==> src/rtl/srcflt_pkg.sv <==
package srcflt_pkg;
  // Registered verdict handed out one cycle after a request.
  typedef struct packed {
    logic valid;
    logic accept;
    logic phys;
  } verdict_t;
endpackage

==> src/rtl/srcflt_map.sv <==
// Word-addressed bitmap with set/clear write strobes and a bus-reset wipe.
module srcflt_map #(
  parameter int MAP_W  = 64,
  parameter int WORD_W = 32,
  parameter int WSEL_W = 1
) (
  input  logic              clk,
  input  logic              rst,
  input  logic              wipe,
  input  logic              set_en,
  input  logic              clr_en,
  input  logic [WSEL_W-1:0] word_sel,
  input  logic [WORD_W-1:0] data,
  output logic [MAP_W-1:0]  map_q
);
  localparam int WORDS = MAP_W / WORD_W;

  logic [WORD_W-1:0] set_mask;
  logic [WORD_W-1:0] clr_mask;

  assign set_mask = set_en ? data : '0;
  assign clr_mask = clr_en ? data : '0;

  for (genvar w = 0; w < WORDS; w++) begin : g_word
    always_ff @(posedge clk) begin
      if (rst || wipe) begin
        map_q[w*WORD_W +: WORD_W] <= '0;
      end else if ((set_en || clr_en) && (word_sel == WSEL_W'(w))) begin
        map_q[w*WORD_W +: WORD_W] <= (map_q[w*WORD_W +: WORD_W] | set_mask) & ~clr_mask;
      end
    end
  end
endmodule

==> src/rtl/srcflt_decide.sv <==
// Locality check, bitmap lookup and registered verdict.
module srcflt_decide
  import srcflt_pkg::*;
#(
  parameter int BUS_W  = 10,
  parameter int NODE_W = 6,
  parameter int MAP_W  = 64
) (
  input  logic                    clk,
  input  logic                    rst,
  input  logic                    req_valid,
  input  logic [BUS_W+NODE_W-1:0] req_src_id,
  input  logic [BUS_W-1:0]        local_bus_id,
  input  logic [MAP_W-1:0]        acc_map,
  input  logic [MAP_W-1:0]        phy_map,
  output verdict_t                verdict
);
  localparam int OVR_BIT = MAP_W - 1;

  logic [BUS_W-1:0]  src_bus;
  logic [NODE_W-1:0] src_node;
  logic              is_local;
  logic              node_usable;
  logic              acc_hit;
  logic              phy_hit;

  assign src_bus  = req_src_id[BUS_W+NODE_W-1 -: BUS_W];
  assign src_node = req_src_id[NODE_W-1:0];

  always_comb begin
    is_local    = (src_bus == local_bus_id) || (&src_bus);
    node_usable = ~(&src_node);
    if (is_local) begin
      acc_hit = node_usable & acc_map[src_node];
      phy_hit = acc_hit & phy_map[src_node];
    end else begin
      acc_hit = acc_map[OVR_BIT];
      phy_hit = acc_hit & phy_map[OVR_BIT];
    end
  end

  always_ff @(posedge clk) begin
    if (rst) begin
      verdict <= '0;
    end else begin
      verdict.valid  <= req_valid;
      verdict.accept <= req_valid & acc_hit;
      verdict.phys   <= req_valid & phy_hit;
    end
  end
endmodule

==> src/rtl/source_node_filter.sv <==
module source_node_filter
  import srcflt_pkg::*;
#(
  parameter int BUS_W  = 10,
  parameter int NODE_W = 6,
  parameter int WORD_W = 32,
  localparam int MAP_W  = 2 ** NODE_W,
  localparam int WSEL_W = $clog2(MAP_W / WORD_W)
) (
  input  logic                    clk,
  input  logic                    rst,
  input  logic                    bus_reset,
  input  logic                    req_valid,
  input  logic [BUS_W+NODE_W-1:0] req_src_id,
  input  logic [BUS_W-1:0]        local_bus_id,
  input  logic                    afl_set,
  input  logic                    afl_clr,
  input  logic [WSEL_W-1:0]       afl_word,
  input  logic [WORD_W-1:0]       afl_data,
  input  logic                    pfl_set,
  input  logic                    pfl_clr,
  input  logic [WSEL_W-1:0]       pfl_word,
  input  logic [WORD_W-1:0]       pfl_data,
  output logic                    dec_valid,
  output logic                    dec_accept,
  output logic                    dec_phys
);
  logic [MAP_W-1:0] acc_map;
  logic [MAP_W-1:0] phy_map;
  verdict_t         verdict;

  srcflt_map #(.MAP_W(MAP_W), .WORD_W(WORD_W), .WSEL_W(WSEL_W)) acc_map_i (
    .clk(clk), .rst(rst), .wipe(bus_reset),
    .set_en(afl_set), .clr_en(afl_clr), .word_sel(afl_word), .data(afl_data),
    .map_q(acc_map)
  );

  srcflt_map #(.MAP_W(MAP_W), .WORD_W(WORD_W), .WSEL_W(WSEL_W)) phy_map_i (
    .clk(clk), .rst(rst), .wipe(bus_reset),
    .set_en(pfl_set), .clr_en(pfl_clr), .word_sel(pfl_word), .data(pfl_data),
    .map_q(phy_map)
  );

  srcflt_decide #(.BUS_W(BUS_W), .NODE_W(NODE_W), .MAP_W(MAP_W)) decide_i (
    .clk(clk), .rst(rst), .req_valid(req_valid), .req_src_id(req_src_id),
    .local_bus_id(local_bus_id), .acc_map(acc_map), .phy_map(phy_map),
    .verdict(verdict)
  );

  assign dec_valid  = verdict.valid;
  assign dec_accept = verdict.accept;
  assign dec_phys   = verdict.phys;
endmodule

==> config.mk <==
export PLATFORM = sky130hd
export DESIGN_NAME = source_node_filter
export DESIGN_NICKNAME = d
export VERILOG_FILES = /design/src/rtl/srcflt_pkg.sv /design/src/rtl/srcflt_map.sv /design/src/rtl/srcflt_decide.sv /design/src/rtl/source_node_filter.sv
export SDC_FILE = /design/constraint.sdc
export NUM_CORES = 1
export LEC_CHECK = 0
export BUFFER_PORTS_ARGS = -buffer_cell sky130_fd_sc_hd__buf_4
export CORE_MARGIN = 4
export CORE_UTILIZATION = 56
export DETAILED_ROUTE_END_ITERATION = 10
export PLACE_DENSITY_LB_ADDON = 0.15
export SKIP_CTS_REPAIR_TIMING = 1
export SLEW_MARGIN = 30
export SYNTH_ARGS = -nofsm -noshare
export SYNTH_HDL_FRONTEND = slang
export SYNTH_SLANG_ARGS = --single-unit
==> constraint.sdc <==
create_clock -name clk -period 3.14 [get_ports clk]
set_clock_uncertainty 0.05 [all_clocks]
set_input_delay 0.628 -clock clk [delete_from_list [all_inputs] [get_ports clk]]
set_output_delay 0.628 -clock clk [all_outputs]
set_load 0.03 [all_outputs]
### Word-level counts from Yosys, hierarchy flattened

Cells that the tools add are included.

* bits in registers: 131
* bits of input ports: 100
* output and inout port bits: 3
* logic and storage cells: 47

* $lt $le $gt $ge: 1
* equality and inequality tests: 1
* muxes and demuxes: 10
* bitwise operators: 18
* reductions and logical operators: 10

Operator list (count)
* 32-bit AND: 4
* 32-bit 2-to-1 mux: 4
* 32-bit OR: 4
* 32-bit NOT: 2
* 1-bit binary-select mux with 6-bit select: 2
* 10-bit == test: 1
* 10-bit AND reduction: 1
* 6-bit by 7-bit less-than comparator with 1-bit output (second input constant): 1
* 6-bit AND reduction: 1
* 1-bit AND: 5
* 1-bit logical AND: 4
* 1-bit logical OR: 4
* 1-bit 2-to-1 mux: 4
* 1-bit NOT: 3

### Depth between registers and ports, before layout

* depth in word-level cells: 6
* depth in mapped cells: 9
* mapped depth without buffers: 6

### Modules after synthesis

A second synthesis with hierarchy kept.

* cell total of the unflattened synthesis: 654
* area, all modules: 7309.5 µm²

Modules (own cells, without submodules)
* srcflt_map: instances 2, cells each 255, area an instance 2941.6 µm², seq. area each 1281.2 µm²
* srcflt_decide: instances 1, cells each 144, area an instance 1426.4 µm², seq. area each 60.1 µm²

### Worst setup path before layout

No wires, ideal clock.

* path kind: input -> register
* start: input port req_src_id[0]
* end: register decide_i.verdict[0] (netlist name)
* library setup time: 0.120 ns
* arrival: 2.268 ns
* required time: 2.970 ns
* path slack: 0.702 ns
* stages: 7
* buffers on the path: 2
* cells stage by stage: buf_6 -> buf_8 -> mux4_2 -> mux4_2 -> a22o_1 -> a21oi_1 -> a211oi_2

* word-level cells in the longest chain between the ends: 6
* elaborated cells between the ends (all ways): 10
* those cells by class: mux (5); bitwise (4); reduce/logical (1)

Ends and longest elaborated chain
* from (decl): RTL line source_node_filter.sv:14 `input logic [BUS_W+NODE_W-1:0] req_src_id,`
* 1-bit binary-select mux with 6-bit select / 6-bit AND reduction (equally long branches): RTL line srcflt_decide.sv:34, srcflt_decide.sv:32
* 1-bit 2-to-1 mux (implied by the code) / 1-bit NOT (equally long branches): RTL line srcflt_decide.sv:34, srcflt_decide.sv:32
* 1-bit AND: RTL line srcflt_decide.sv:34 `acc_hit = node_usable & acc_map[src_node];`
* 1-bit AND (*): RTL line srcflt_decide.sv:35 `phy_hit = acc_hit & phy_map[src_node];`
* 1-bit 2-to-1 mux (*): RTL line srcflt_decide.sv:33 `if (is_local) begin`
* 1-bit AND (*): RTL line srcflt_decide.sv:48 `verdict.phys <= req_valid & phy_hit;`

Mark *: on every way between the ends. The rest lies on a longest branch, timed or not. The select of a mux whose other input is x is not followed.
A chain may end at the register's enable or synchronous reset.

### Worst setup path after layout

* start: input port req_src_id[0]
* end: register decide_i.verdict[1] (netlist name)

* word-level cells in the longest chain between the ends: 5
* elaborated cells between the ends (all ways): 7
* those cells by class: mux (3); bitwise (3); reduce/logical (1)

Ends and longest elaborated chain
* 1-bit binary-select mux with 6-bit select / 6-bit AND reduction (equally long branches): RTL line srcflt_decide.sv:34, srcflt_decide.sv:32
* 1-bit 2-to-1 mux (implied by the code) / 1-bit NOT (equally long branches): RTL line srcflt_decide.sv:34, srcflt_decide.sv:32
* 1-bit AND (*): RTL line srcflt_decide.sv:34
* 1-bit 2-to-1 mux (*): RTL line srcflt_decide.sv:33
* 1-bit AND (*): RTL line srcflt_decide.sv:47 `verdict.accept <= req_valid & acc_hit;`

Marks and branches as above.

==> run metrics <==
commonest non-fill, non-tap cells in the layout=131 x a211oi_1, 131 x dfxtp_1, 130 x a21oi_1, 111 x buf_4, 22 x mux4_2; Leak=2.54 nW; slew at the pin closest to its max-slew limit=0.583 ns; starting density of the core=58.6%; Crit Path Max Fanout=34; final critical-path required period=2.35 ns; largest net degree at the start of global routing=100; gr ovfl total=0; post-synthesis cell count=560; overall global routing resource usage=26.5%; CTS buffer count=17; syn avg cell area=10.4 um^2; Detail Route Antenna Nets=0; first-pass GRT wire length=24800 um; CTS Root Cell=clkbuf_8; Skew-Pair Late Insertion Delay=0.51 ns; via count=4949; area occupied by multi-input gates=0.00292 mm^2; Site Rows=36; status=complete, no violations; RR Endpoint=decide_i.verdict[0]; Cell Area, Placed=0.00658 mm^2; Reg2Reg Depth=6; fill count=737; Worst Hold Depth=2; initial antenna violation count=0; Area growth, synth to finish=23.7%; FF+latch area=0.00262 mm^2; Vias/cell=6.34; Hold Path Sink=phy_map_i.map_q[52]; Max-Cap Viols=0; CP Data Arrival Time=2.69 ns; routed wire length per instance=19.9 um; ratio of final minimum period to clock period=74.8%; Syn Nets=660; yosys warns=0; pwr dens=577 mW/mm^2; fraction of layout instances using a drive strength above 1=27.4%; CTS max path bufs=2; IO Count=103; final hold vios=0; Startpoint Class=input pin; Die ar.=0.0121 mm^2; IO Port Bufs=102; number of global-route vias before repair=4799; launch point of the worst reg-to-reg path=acc_map_i.map_q[51]; CTS sink cnt=131; Crit path required time=3.48 ns; H-tree depth=4; Routed WL=15500 um; iteration count of the initial detailed-routing pass=5; Final Setup Violations=0; post-synthesis sequential area ratio=45.2%; Max transition margin=61.0%; CTS tree=yes; distinct cell type count of the synthesized netlist=41; Worst Hold Class=in -> reg; Worst Setup End Kind=flop; DR DRC count=0; Placeable Area=0.00991 mm^2; Cell Area, Synth=0.00580 mm^2; Hold Crit Start=pfl_data[20]; reg2reg setup slack=1.15 ns; Setup TNS Final=0 ns; Crit. Startpoint=req_src_id[0]; maximum VDD drop=0.417 mV; Die X=110 um; highest clock rate=0.426 GHz; Slew Limit Fails=0; global placement routability congestion=0.753; Ant. Diodes=0; post-synthesis register bit count=131; initial DRC count=377; Final nets=734; Crit Path Class=in -> reg; die height=110 um; fin area=0.00718 mm^2; clock-pin slew on the worst setup and hold paths=0.06 ns; RSZ-0062 raised after global routing=false; Detailed Place HPWL=9990 um
layout make-up:
class / count / area share, %
tap: 133 / 2.32
inverter: 3 / 0.157
sequential: 131 / 36.5
timing repair buffer: 112 / 11.9
multi-input combinational: 369 / 40.7
clock inverter: 14 / 2.44
clock buffer: 18 / 5.96
metal layers:
| layer | wire [um] | GRT usage, % | vias up | part of all wire (%) |
|---|---|---|---|---|
| met3 | 1390 | 6.52 | 22 | 9.0 |
| met5 | 0 | 0 | - | 0 |
| li1 | - | - | 2372 | - |
| met2 | 7480 | 42.6 | 227 | 48 |
| met4 | 217 | 8.46 | 0 | 1.4 |
| met1 | 6450 | 35.1 | 2328 | 41 |
power by group:
| part | leakage, nW | internal, mW | switching (mW) |
|---|---|---|---|
| clock | 0.288 | 1.24 | 0.759 |
| combinational | 1.19 | 0.189 | 0.234 |
| sequential | 1.06 | 1.70 | 0.0209 |
| total | 2.54 | 3.13 | 1.01 |
through the flow:
| stage | power [mW] | hold WS (ns) | cells | setup WS [ns] | utilization, % |
|---|---|---|---|---|---|
| final | 4.14 | 0.264 | 780 | 0.793 | 72.5 |
| after global routing | 4.27 | 0.259 | 780 | 0.661 | 72.5 |
| after CTS | 4.15 | 0.246 | 780 | 0.789 | 72.5 |
| after detailed placement | 2.17 | 0.411 | 748 | 0.302 | 66.4 |
| after global placement | 2.16 | 0.415 | 748 | 0.327 | 66.4 |
| after floorplan | 1.98 | 0.395 | 560 | 0.702 | - |
registers in the layout (all words and copies together) (netlist names):
| register | cells |
|---|---|
| acc_map_i.map_q | 64 |
| phy_map_i.map_q | 64 |
| decide_i.verdict | 3 |
critical path: stages:
cell and delay, ns:
buf_4 0.46, mux4_2 0.59, nor2b_1 0.22, a2111oi_4 0.08
a2111oi_1 0.40, or4_4 0.22, a21oi_1 0.06
cell usage after synthesis (all sizes together):
master	instances	area (um^2)
a2111oi	2	37.5
a211oi	132	996
a21oi	130	651
a22o	1	8.76
a22oi	1	7.51
a31oi	2	12.5
a41o	1	10.0
and2	4	25.0
buf	12	88.8
clkbuf	45	169
dfxtp	131	2620
inv	3	11.3
mux2	2	22.5
mux2i	13	130
mux4	28	653
nand2	4	15.0
nand2b	5	31.3
nand3	2	10.0
nand3b	3	22.5
nand4	2	12.5
nor2	3	11.3
nor2b	7	43.8
nor3	3	15.0
nor4	3	18.8
o2111a	1	11.3
o211ai	2	15.0
o21ai	1	5.00
o2bb2ai	1	8.76
o311ai	1	8.76
o32ai	1	8.76
o41ai	1	8.76
or2	2	12.5
or4	1	11.3
xor2	10	87.6
worst max-delay path by stage:
stage	to	slack (ns)	cells after the start
finish	decide_i.verdict[1]	0.79	7
global route	decide_i.verdict[1]	0.66	7
CTS	decide_i.verdict[0]	0.79	7
detailed placement	decide_i.verdict[0]	0.30	7
global placement	decide_i.verdict[0]	0.33	6
floorplan	decide_i.verdict[0]	0.70	7
logic make-up (layout without fill, tap and decap cells):
| logic type | after synthesis | count (layout) | share of synthesized area (%) |
|---|---|---|---|
| compound gates | 277 | 277 | 30.8 |
| xor+xnor | 10 | 10 | 1.51 |
| buf+inv | 60 | 147 | 4.64 |
| flops | 131 | 131 | 45.2 |
| mux | 43 | 43 | 13.9 |
| simple gates | 39 | 39 | 3.95 |
Note: power is estimated with default switching activity, not from simulation.
